## src/rtl/rxr_pkg.sv

```systemverilog
package rxr_pkg;
    typedef enum logic [1:0] {
        SC_NONE  = 2'd0,
        SC_VOICE = 2'd1,
        SC_HDLC  = 2'd2,
        SC_K56   = 2'd3
    } slot_class_t;
endpackage

```

## src/rtl/rxr_class_table.sv

```systemverilog
module rxr_class_table
    import rxr_pkg::*;
#(
    parameter int SLOT_W = 7
) (
    input  logic              clk,
    input  logic              rst_n,
    input  logic              we,
    input  logic [SLOT_W-1:0] waddr,
    input  logic [1:0]        wclass,
    input  logic              fs_we,
    input  logic [SLOT_W-1:0] fs_val,
    input  logic [SLOT_W-1:0] look_slot,
    output slot_class_t       look_class
);
    localparam int SLOTS = 1 << SLOT_W;

    slot_class_t       tbl_d [SLOTS];
    slot_class_t       tbl_q [SLOTS];
    logic [SLOT_W-1:0] fs_d, fs_q;
    logic [SLOT_W:0]   live_cnt;

    always_comb begin
        tbl_d = tbl_q;
        fs_d  = fs_q;
        if (we)    tbl_d[waddr] = slot_class_t'(wclass);
        if (fs_we) fs_d = fs_val;
    end

    always_ff @(posedge clk) begin
        if (!rst_n) begin
            tbl_q <= '{default: SC_NONE};
            fs_q  <= '0;
        end else begin
            tbl_q <= tbl_d;
            fs_q  <= fs_d;
        end
    end

    // Zero frame size selects every slot
    assign live_cnt   = (fs_q == '0) ? (SLOT_W+1)'(SLOTS) : {1'b0, fs_q};
    assign look_class = ({1'b0, look_slot} < live_cnt) ? tbl_q[look_slot] : SC_NONE;
endmodule

```

## src/rtl/rxr_pingpong.sv

```systemverilog
module rxr_pingpong #(
    parameter int WORDS = 1
) (
    input  logic              clk,
    input  logic              rst_n,
    input  logic              wr,
    input  logic [7:0]        wbyte,
    input  logic              ack,
    output logic              rdy,
    output logic [WORDS*32-1:0] rd_data,
    output logic              ovf
);
    localparam int HB   = WORDS * 32;
    localparam int NB   = WORDS * 4;
    localparam int CW   = (NB > 1) ? $clog2(NB) : 1;
    localparam logic [CW-1:0] LAST = CW'(NB - 1);

    typedef struct packed {
        logic                 fill;
        logic                 rdp;
        logic [1:0]           full;
        logic                 ovf;
        logic [CW-1:0]        cnt;
        logic [1:0][HB-1:0]   data;
    } pp_t;

    pp_t st_d, st_q;

    always_comb begin
        st_d = st_q;
        if (ack && st_q.full[st_q.rdp]) begin
            st_d.full[st_q.rdp] = 1'b0;
            st_d.rdp            = ~st_q.rdp;
            st_d.ovf            = 1'b0;
        end
        if (wr && !st_d.ovf) begin
            st_d.data[st_q.fill][{st_q.cnt, 3'b000} +: 8] = wbyte;
            if (st_q.cnt == LAST) begin
                st_d.cnt             = '0;
                st_d.full[st_q.fill] = 1'b1;
                st_d.fill            = ~st_q.fill;
                if (st_d.full[~st_q.fill]) st_d.ovf = 1'b1;
            end else begin
                st_d.cnt = st_q.cnt + 1'b1;
            end
        end
    end

    always_ff @(posedge clk) begin
        if (!rst_n) st_q <= '0;
        else        st_q <= st_d;
    end

    assign rdy     = st_q.full[st_q.rdp];
    assign rd_data = st_q.data[st_q.rdp];
    assign ovf     = st_q.ovf;

    // presented half stays put until released
    a_r6_hold_until_ack: assert property (@(posedge clk) disable iff (!rst_n)
        (rdy && !ack) |=> (rdy && $stable(rd_data)));
    // overflow only while both halves await the consumer
    a_r7_ovf_both_full: assert property (@(posedge clk) disable iff (!rst_n)
        ovf |-> (st_q.full == 2'b11));
    // acknowledge clears overflow
    a_r7_ack_clears_ovf: assert property (@(posedge clk) disable iff (!rst_n)
        (ovf && ack) |=> !ovf);
endmodule

```

## src/rtl/ts_byte_router.sv

```systemverilog
module ts_byte_router
    import rxr_pkg::*;
#(
    parameter int SLOT_W      = 7,
    parameter int HDLC_CH     = 4,
    parameter int VOICE_WORDS = 2,
    parameter int HDLC_WORDS  = 1
) (
    input  logic                          clk,
    input  logic                          rst_n,
    input  logic                          lut_we,
    input  logic [SLOT_W-1:0]             lut_addr,
    input  logic [1:0]                    lut_class,
    input  logic                          fsize_we,
    input  logic [SLOT_W-1:0]             fsize,
    input  logic                          in_valid,
    input  logic [SLOT_W-1:0]             in_slot,
    input  logic [7:0]                    in_byte,
    output logic                          voice_rdy,
    output logic [VOICE_WORDS*32-1:0]     voice_rd_data,
    input  logic                          voice_ack,
    output logic                          voice_ovf,
    output logic [HDLC_CH-1:0]            hdlc_rdy,
    output logic [HDLC_CH*HDLC_WORDS*32-1:0] hdlc_rd_data,
    input  logic [HDLC_CH-1:0]            hdlc_ack,
    output logic [HDLC_CH-1:0]            hdlc_ovf
);
    localparam int CH_W = (HDLC_CH > 1) ? $clog2(HDLC_CH) : 1;
    localparam int HBW  = HDLC_WORDS * 32;

    slot_class_t        cls;
    logic               voice_wr;
    logic [HDLC_CH-1:0] hdlc_wr;

    rxr_class_table #(.SLOT_W(SLOT_W)) u_tbl (
        .clk(clk), .rst_n(rst_n),
        .we(lut_we), .waddr(lut_addr), .wclass(lut_class),
        .fs_we(fsize_we), .fs_val(fsize),
        .look_slot(in_slot), .look_class(cls)
    );

    assign voice_wr = in_valid && (cls == SC_VOICE || cls == SC_K56);

    rxr_pingpong #(.WORDS(VOICE_WORDS)) u_voice (
        .clk(clk), .rst_n(rst_n), .wr(voice_wr), .wbyte(in_byte),
        .ack(voice_ack), .rdy(voice_rdy), .rd_data(voice_rd_data), .ovf(voice_ovf)
    );

    for (genvar c = 0; c < HDLC_CH; c++) begin : g_hdlc
        assign hdlc_wr[c] = in_valid && (cls == SC_HDLC) && (in_slot[CH_W-1:0] == CH_W'(c));
        rxr_pingpong #(.WORDS(HDLC_WORDS)) u_ch (
            .clk(clk), .rst_n(rst_n), .wr(hdlc_wr[c]), .wbyte(in_byte),
            .ack(hdlc_ack[c]), .rdy(hdlc_rdy[c]),
            .rd_data(hdlc_rd_data[c*HBW +: HBW]), .ovf(hdlc_ovf[c])
        );
    end

    // a byte lands in at most one buffer
    a_r4_one_dest: assert property (@(posedge clk) disable iff (!rst_n)
        $onehot0({voice_wr, hdlc_wr}));
    // nothing is stored without an input byte
    a_r2_no_spurious_write: assert property (@(posedge clk) disable iff (!rst_n)
        !in_valid |-> ({voice_wr, hdlc_wr} == '0));
endmodule

```

## config.mk

```make
export PLATFORM = sky130hd
export DESIGN_NAME = ts_byte_router
export DESIGN_NICKNAME = d
export VERILOG_FILES = /design/src/rtl/rxr_pkg.sv /design/src/rtl/rxr_class_table.sv /design/src/rtl/rxr_pingpong.sv /design/src/rtl/ts_byte_router.sv
export SDC_FILE = /design/constraint.sdc
export NUM_CORES = 2
export LEC_CHECK = 0
export BUFFER_PORTS_ARGS = -buffer_cell sky130_fd_sc_hd__buf_2
export CORE_UTILIZATION = 55
export DETAILED_ROUTE_END_ITERATION = 16
export PLACE_DENSITY_LB_ADDON = 0.15
export SLEW_MARGIN = 20
export SYNTH_ARGS = -nofsm -noshare
export SYNTH_HDL_FRONTEND = slang
export SYNTH_SLANG_ARGS = --single-unit
```

## constraint.sdc

```tcl
create_clock -name clk -period 3.15 [get_ports clk]
set_clock_uncertainty 0.05 [all_clocks]
set_input_delay 0.4725 -clock clk [delete_from_list [all_inputs] [get_ports clk]]
set_output_delay 0.4725 -clock clk [all_outputs]
set_load 0.02 [all_outputs]
```

; Word-level counts from Yosys, hierarchy flattened
; Index checks and enable logic that the tools add are counted.
[op_classes]
eq_ne = 11
bitwise = 27
n_lt_le_gt_ge = 29
n_addsub = 10
shift = 10
n_div = 0
muxes = 98
n_reduce_logical = 40
multipliers = 0
[ops]
columns = op, count
row1 = 2-to-1 mux 32 bit, 12
row2 = 2-to-1 mux 69 bit, 4
row3 = bitwise mux 256 bit, 1
row4 = bitwise mux 64 bit, 4
row5 = 2-to-1 mux 64 bit, 3
row6 = 2-to-1 mux 134 bit, 1
row7 = bitwise mux 128 bit, 1
row8 = demux 32 bit (select 1 bit), 4
row9 = "variable shift 8 x 7 -> 32 bit, first input constant", 4
row10 = indexed part select 8 x 7 -> 32 bit, 4
row11 = demux 64 bit (select 1 bit), 1
row12 = "variable shift 8 x 8 -> 64 bit, first input constant", 1
row13 = indexed part select 8 x 8 -> 64 bit, 1
row14 = 2-to-1 mux 1 bit, 35
row15 = 2-to-1 mux 3 bit, 11
row16 = "less-than comparator 1 x 2 -> 1 bit, second input constant", 15
row17 = negation 5 -> 7 bit, 4
row18 = logical AND 1 bit, 27
row19 = "== test 2 bit, second input constant", 8
row20 = ">= comparator 8 bit, second input constant", 2
row21 = 2-to-1 mux 2 bit, 8
row22 = inverter 7 -> 8 bit, 2
row23 = binary-select mux 2 bit (select 7 bit), 1
row24 = demux 2 bit (select 7 bit), 1
row25 = 19 further kinds, 70
[word_totals]
elab_cells = 389
reg_bits = 683
latchBits = 0
mem_count = 0
ram_bits = 0
input_bits = 41
romBits = 0

; Longest topological paths before layout
[depth]
depth_word = 13
depth_mapped = 14
mapped_depth_nobuf = 9

; Hierarchy
; Synthesis repeated with hierarchy kept, for this count alone.
[hier_totals]
cells_unflattened = 3521
hier_area_um2 = 33363.2
[by_module_without_submodules]
columns = mod, area_each_um2, cells_per_inst, n_inst
row1 = rxr_class_table, 13296.5, 1506, 1
row2 = rxr_pingpong (g_hdlc[0].u_ch ...), 3504.6, 355, 3
row3 = rxr_pingpong (u_voice), 6153.4, 600, 1
row4 = rxr_pingpong (g_hdlc[3].u_ch), 3344.5, 342, 1
row5 = ts_byte_router, 55.1, 8, 1

; Worst setup path after synthesis
; Ideal clock, no wire load.
[synth_path]
path_type = input-to-reg
start = input in_slot[1]
end = register g_hdlc[2].u_ch.st_q[0] in the netlist's numbering
setup_slack_ps = -48
arrival_ps = 3028
stages = 14
setup_time_ps = 120
cell_sequence = buf_6 > buf_6 > buf_6 > buf_6 > mux2i_1 > nand2_1 > a32oi_1 > nand3_1 > a22o_1 > a211o_1 > buf_6 > or4_1 > buf_4 > mux2i_1
[synth_via]
elab_chain_cells = 9
word_cells_on_any_way = 11
classes_between = order compare (1) / eq/ne (2) / mux (4) / bitwise (1) / reduce/logical (3)
[synth_lines]
columns = item, line_no
row1 = "start, declared", ts_byte_router.sv:17  ; input logic [SLOT_W-1:0] in_slot,
row2 = inverter 7 -> 8 bit (implied by the code), rxr_class_table.sv:42  ; assign look_class = ({1'b0, look_slot} < live_cnt) ? tbl_q[look_slot] : SC_NONE;
row3 = binary-select mux 2 bit (select 7 bit), rxr_class_table.sv:42
row4 = 2-to-1 mux 2 bit (implied by the code) (2 in series), rxr_class_table.sv:42
row5 = 2-to-1 mux 2 bit, rxr_class_table.sv:42
row6 = == test 2 bit, ts_byte_router.sv:50  ; assign hdlc_wr[c] = in_valid && (cls == SC_HDLC) && (in_slot[CH_W-1:0] == CH_W'(c));
row7 = logical AND 1 bit, ts_byte_router.sv:50
row8 = logical AND 1 bit *, ts_byte_router.sv:50
row9 = logical AND 1 bit *, rxr_pingpong.sv:36  ; if (wr && !st_d.ovf) begin
row10 = "end signal, assigned", rxr_pingpong.sv:51  ; else st_q <= st_d;
row11 = "end, declared", rxr_pingpong.sv:27  ; pp_t st_d, st_q;
; Mark *: on every way between the ends. The rest lies on a longest branch, timed or not. The select of a mux whose other input is x is not followed.
; A chain may end at the register's enable or synchronous reset.

; Worst setup path in the final report
[layout_path]
start = register u_tbl.tbl_q[138] in the netlist's numbering
end = register g_hdlc[1].u_ch.st_q[52] in the netlist's numbering
[layout_via]
elab_chain_cells = 8
[layout_lines]
columns = item, line_no
row1 = "start, declared", rxr_class_table.sv:19  ; slot_class_t tbl_q [SLOTS];
row2 = "start signal, assigned", rxr_class_table.sv:35  ; tbl_q <= tbl_d;
row3 = binary-select mux 2 bit (select 7 bit), rxr_class_table.sv:42
row4 = 2-to-1 mux 2 bit (implied by the code) (2 in series), rxr_class_table.sv:42
row5 = 2-to-1 mux 2 bit, rxr_class_table.sv:42
row6 = == test 2 bit, ts_byte_router.sv:50
row7 = logical AND 1 bit (2 in series), ts_byte_router.sv:50
row8 = logical AND 1 bit, rxr_pingpong.sv:36
row9 = "end signal, assigned", rxr_pingpong.sv:51
row10 = "end, declared", rxr_pingpong.sv:27
; Every way passes these cells. The select of a mux whose other input is x is not followed.

==> run summary <==
RR Startpoint: u_tbl.tbl_q[138]$_SDFFE_PN0P_
final setup margin: -0.0140 ns
min-delay worst type: input pin to flip-flop
Post-Layout Cell Count: 4603
fin crit period: 3.16 ns
EDFF count, synth: 0
syn nets: 3645
clock power share: 47.5%
switching share of power: 23.6%
Setup Crit Path Kind: flip-flop to flip-flop
worst skew pair latency: 0.62 ns
number of global-route vias before repair: 26.7k
post-synth cell types: 67
final setup vio count: 2
Clock Path Buffers: 3
TritonCTS clock tree: yes
drc violations: 0
Worst R2R End: g_hdlc[1].u_ch.st_q[52]$_SDFFE_PN0P_
Die Span Y: 244 µm
All-Layer GR Usage: 29.5%
hpwl dp: 60100 µm
Rel. slew slack: 29.2%
Pint: 14300 µW
max-cap viol count: 0
clk sinks: 683
hold buffers post-CTS: 0
core region area: 57700 µm²
Synth top area share: 42.6%
via count: 26.8k
WHS Endpoint: u_tbl.fs_q[2]$_SDFFE_PN0P_
power share of the sequential group: 46.4%
Slowest-stage cell, CP: mux4_2
Final Cell Area: 37700 µm²
period utilisation layout: 100%
leading cell type in the layout, fill and taps excluded: nand2_1
DR WL/cell: 19.6 µm
root buffer cell: clkbuf_16
Cell Rows: 88
peak supply drop: 0.453 mV
final wirelength: 90200 µm
IO Pins: 243
share of cells above drive strength 1: 22.7%
Comb power frac: 6.2%
worst reg2reg setup slack: -0.01 ns
Pwr per Cell Area: 497 nW/µm²
area post-placement: 35100 µm²
remaining global-route overflow: 0
Critical Path Source Type: flip-flop
Synth Flop Type: dfxtp_1
Final Net Count: 3858
Starting Density: 55.7%
First DRT Iteration DRCs: 1809
first-pass GRT wire length: 142000 µm
DRT antenna net count: 0
Area Growth Syn to Fin: 17.3%
Setup crit end kind: flip-flop
most frequent cells in the layout: nand2_1 (895), dfxtp_1 (682), mux2i_1 (484)
CP arrival: 3.64 ns
top cells by area, synth: dfxtp_1 (43%), mux2i_1 (15%), nand2_1 (10%)
post-synthesis sequential area ratio: 42.6%
Vias/cell: 5.82
H-tree Lvls: 3
Least-Margin Pin Slew: 1.05 ns
switching pwr: 4420 µW
hold_sp: fsize[2]
Worst-path clk slew: 0.06 ns
worst-case reg-to-reg path depth: 10
I/O Buffers: 242
count of final hold-check violations: 0
number of buffers created by CTS: 74
Leak: 0.0152 µW
setup TNS: -0.0258 ns
FF+latch count, synth: 683
CP max stage delay: 0.49 ns
placed cells: 4467
failing checks: setup timing
Max FO, Critical Path: 8
Synth area leader: dfxtp_1
Pwr Total: 18700 µW
FFs w/ async S/R, synth: 0%
gpl congestion: 0.860
status: finished, violations left
Mapped Area: 32100 µm²
DRT Pass-1 Iters: 6
hold path cells: 3
worst path cell trace: mux4_2 > nor2b_1 > a211oi_2 > o311ai_2 > a22o_2 > a211o_4 > buf_4 > nor4_4 > buf_12 > mux2i_1
Cells after Synth: 3570
largest net degree at the start of global routing: 120
Die Area: 59400 µm²
syn_area_per_cell: 9.00 µm²
Final Max Slew Viols: 0
Die X: 244 µm
YS warnings: 0
initial antenna violation count: 4
WP data required: 3.62 ns
Max Fclk: 316 MHz
-- cell families (layout without fill, tap and decap cells) --
kind of cell               Yosys count  in the layout  share of synthesized area (%)
DFF                                683            683                           42.6
other                                0              1                              0
buffers and inverters              330            596                           4.48
AOI/OAI and AO/OA                  413            414                           7.27
muxes                              724            724                           24.8
adders and majority gates           34             34                           1.32
and+or+nand+nor                   1386           1386                           19.6
-- routing by layer --
metal  global-route usage, %  share of wire (%)
met5                       0              0.026
met4                    12.0                3.3
met3                    4.56                6.0
met2                    50.3                 49
met1                    37.3                 42
-- layout make-up --
type / instances / area [µm²]
clock buffer: 100 / 2110
timing repair buffer: 436 / 3260
antenna: 1 / 2.50
sequential: 683 / 13700
clock inverter: 30 / 355
tap: 765 / 957
multi-input combinational: 2558 / 17200
fill: 4692 / 20000
inverter: 30 / 120
-- critical path: cells and delay by family, from the launching register on --
| kind | cells | cell delay (ns) |
|---|---|---|
| AOI/OAI and AO/OA | 4 | 1.09 |
| and+or+nand+nor | 2 | 0.50 |
| buffers and inverters | 2 | 0.38 |
| muxes | 2 | 0.70 |
| DFF | 1 | 0.32 |
-- sequential cells by signal, indices dropped and copies added, names as in the netlist --
name,cells
u_tbl.tbl_q,256
u_voice.ovf,1
u_tbl.fs_q,7
u_voice.st_q,135
g_hdlc.u_ch.st_q,280
g_hdlc.u_ch.ovf,4
-- what timing repair did --
item	4_1_cts	5_1_grt
endpoints found under the setup margin	101	228
setup buffers	0	4
cloned	0	1
pin swaps	1	9
gates resized for setup	3	13
-- synth_stat cells, types with 9 or more instances --
cell type,instances
a211oi_1,9
a21oi_1,241
a22oi_1,20
and2_1,19
buf_1,20
buf_2,18
buf_4,15
buf_6,13
clkbuf_1,231
dfxtp_1,683
ha_1,34
inv_1,29
mux2_2,201
mux2i_1,486
mux4_2,35
nand2_1,895
nand2_2,12
nand2b_1,21
nand3_1,179
nand4_1,18
nand4_2,9
nor2_1,105
nor2b_1,16
nor3_1,22
nor3b_1,17
nor4_1,23
nor4_4,16
o21ai_0,85
-- power groups by stage --
stage,combinational [µW],clock (µW),sequential (µW)
after floorplan,688,0,8860
after global placement,1090,0,8870
after detailed placement,1110,0,8870
after CTS,1120,9000,8680
after global routing,1220,9360,8670
final,1150,8880,8680
-- worst max-delay path by stage --
stage               depth (start not counted)                          start                              endpoint
floorplan                                  14                     in_slot[1]   g_hdlc[2].u_ch.st_q[0]$_SDFFE_PN0P_
global placement                           11                     in_slot[0]  g_hdlc[2].u_ch.st_q[27]$_SDFFE_PN0P_
detailed placement                         12                     in_slot[0]  g_hdlc[3].u_ch.st_q[39]$_SDFFE_PN0P_
CTS                                        10  u_tbl.tbl_q[140]$_SDFFE_PN0P_  g_hdlc[1].u_ch.st_q[33]$_SDFFE_PN0P_
global route                               10  u_tbl.tbl_q[138]$_SDFFE_PN0P_  g_hdlc[1].u_ch.st_q[35]$_SDFFE_PN0P_
finish                                     10  u_tbl.tbl_q[138]$_SDFFE_PN0P_  g_hdlc[1].u_ch.st_q[52]$_SDFFE_PN0P_
-- metrics by stage --
| step | setup slack (ns) | hold slack [ns] | util [%] |
|---|---|---|---|
| finish | -0.0140 | 0.0417 | 65.3 |
| global route | -0.0481 | 0.0462 | 65.3 |
| floorplan | -0.00263 | 0.381 | - |
| global placement | -0.483 | 0.388 | 60.8 |
| CTS | 0.000325 | 0.0204 | 65.1 |
| detailed placement | -0.550 | 0.395 | 60.8 |
Note: power is estimated with default switching activity, not from simulation.
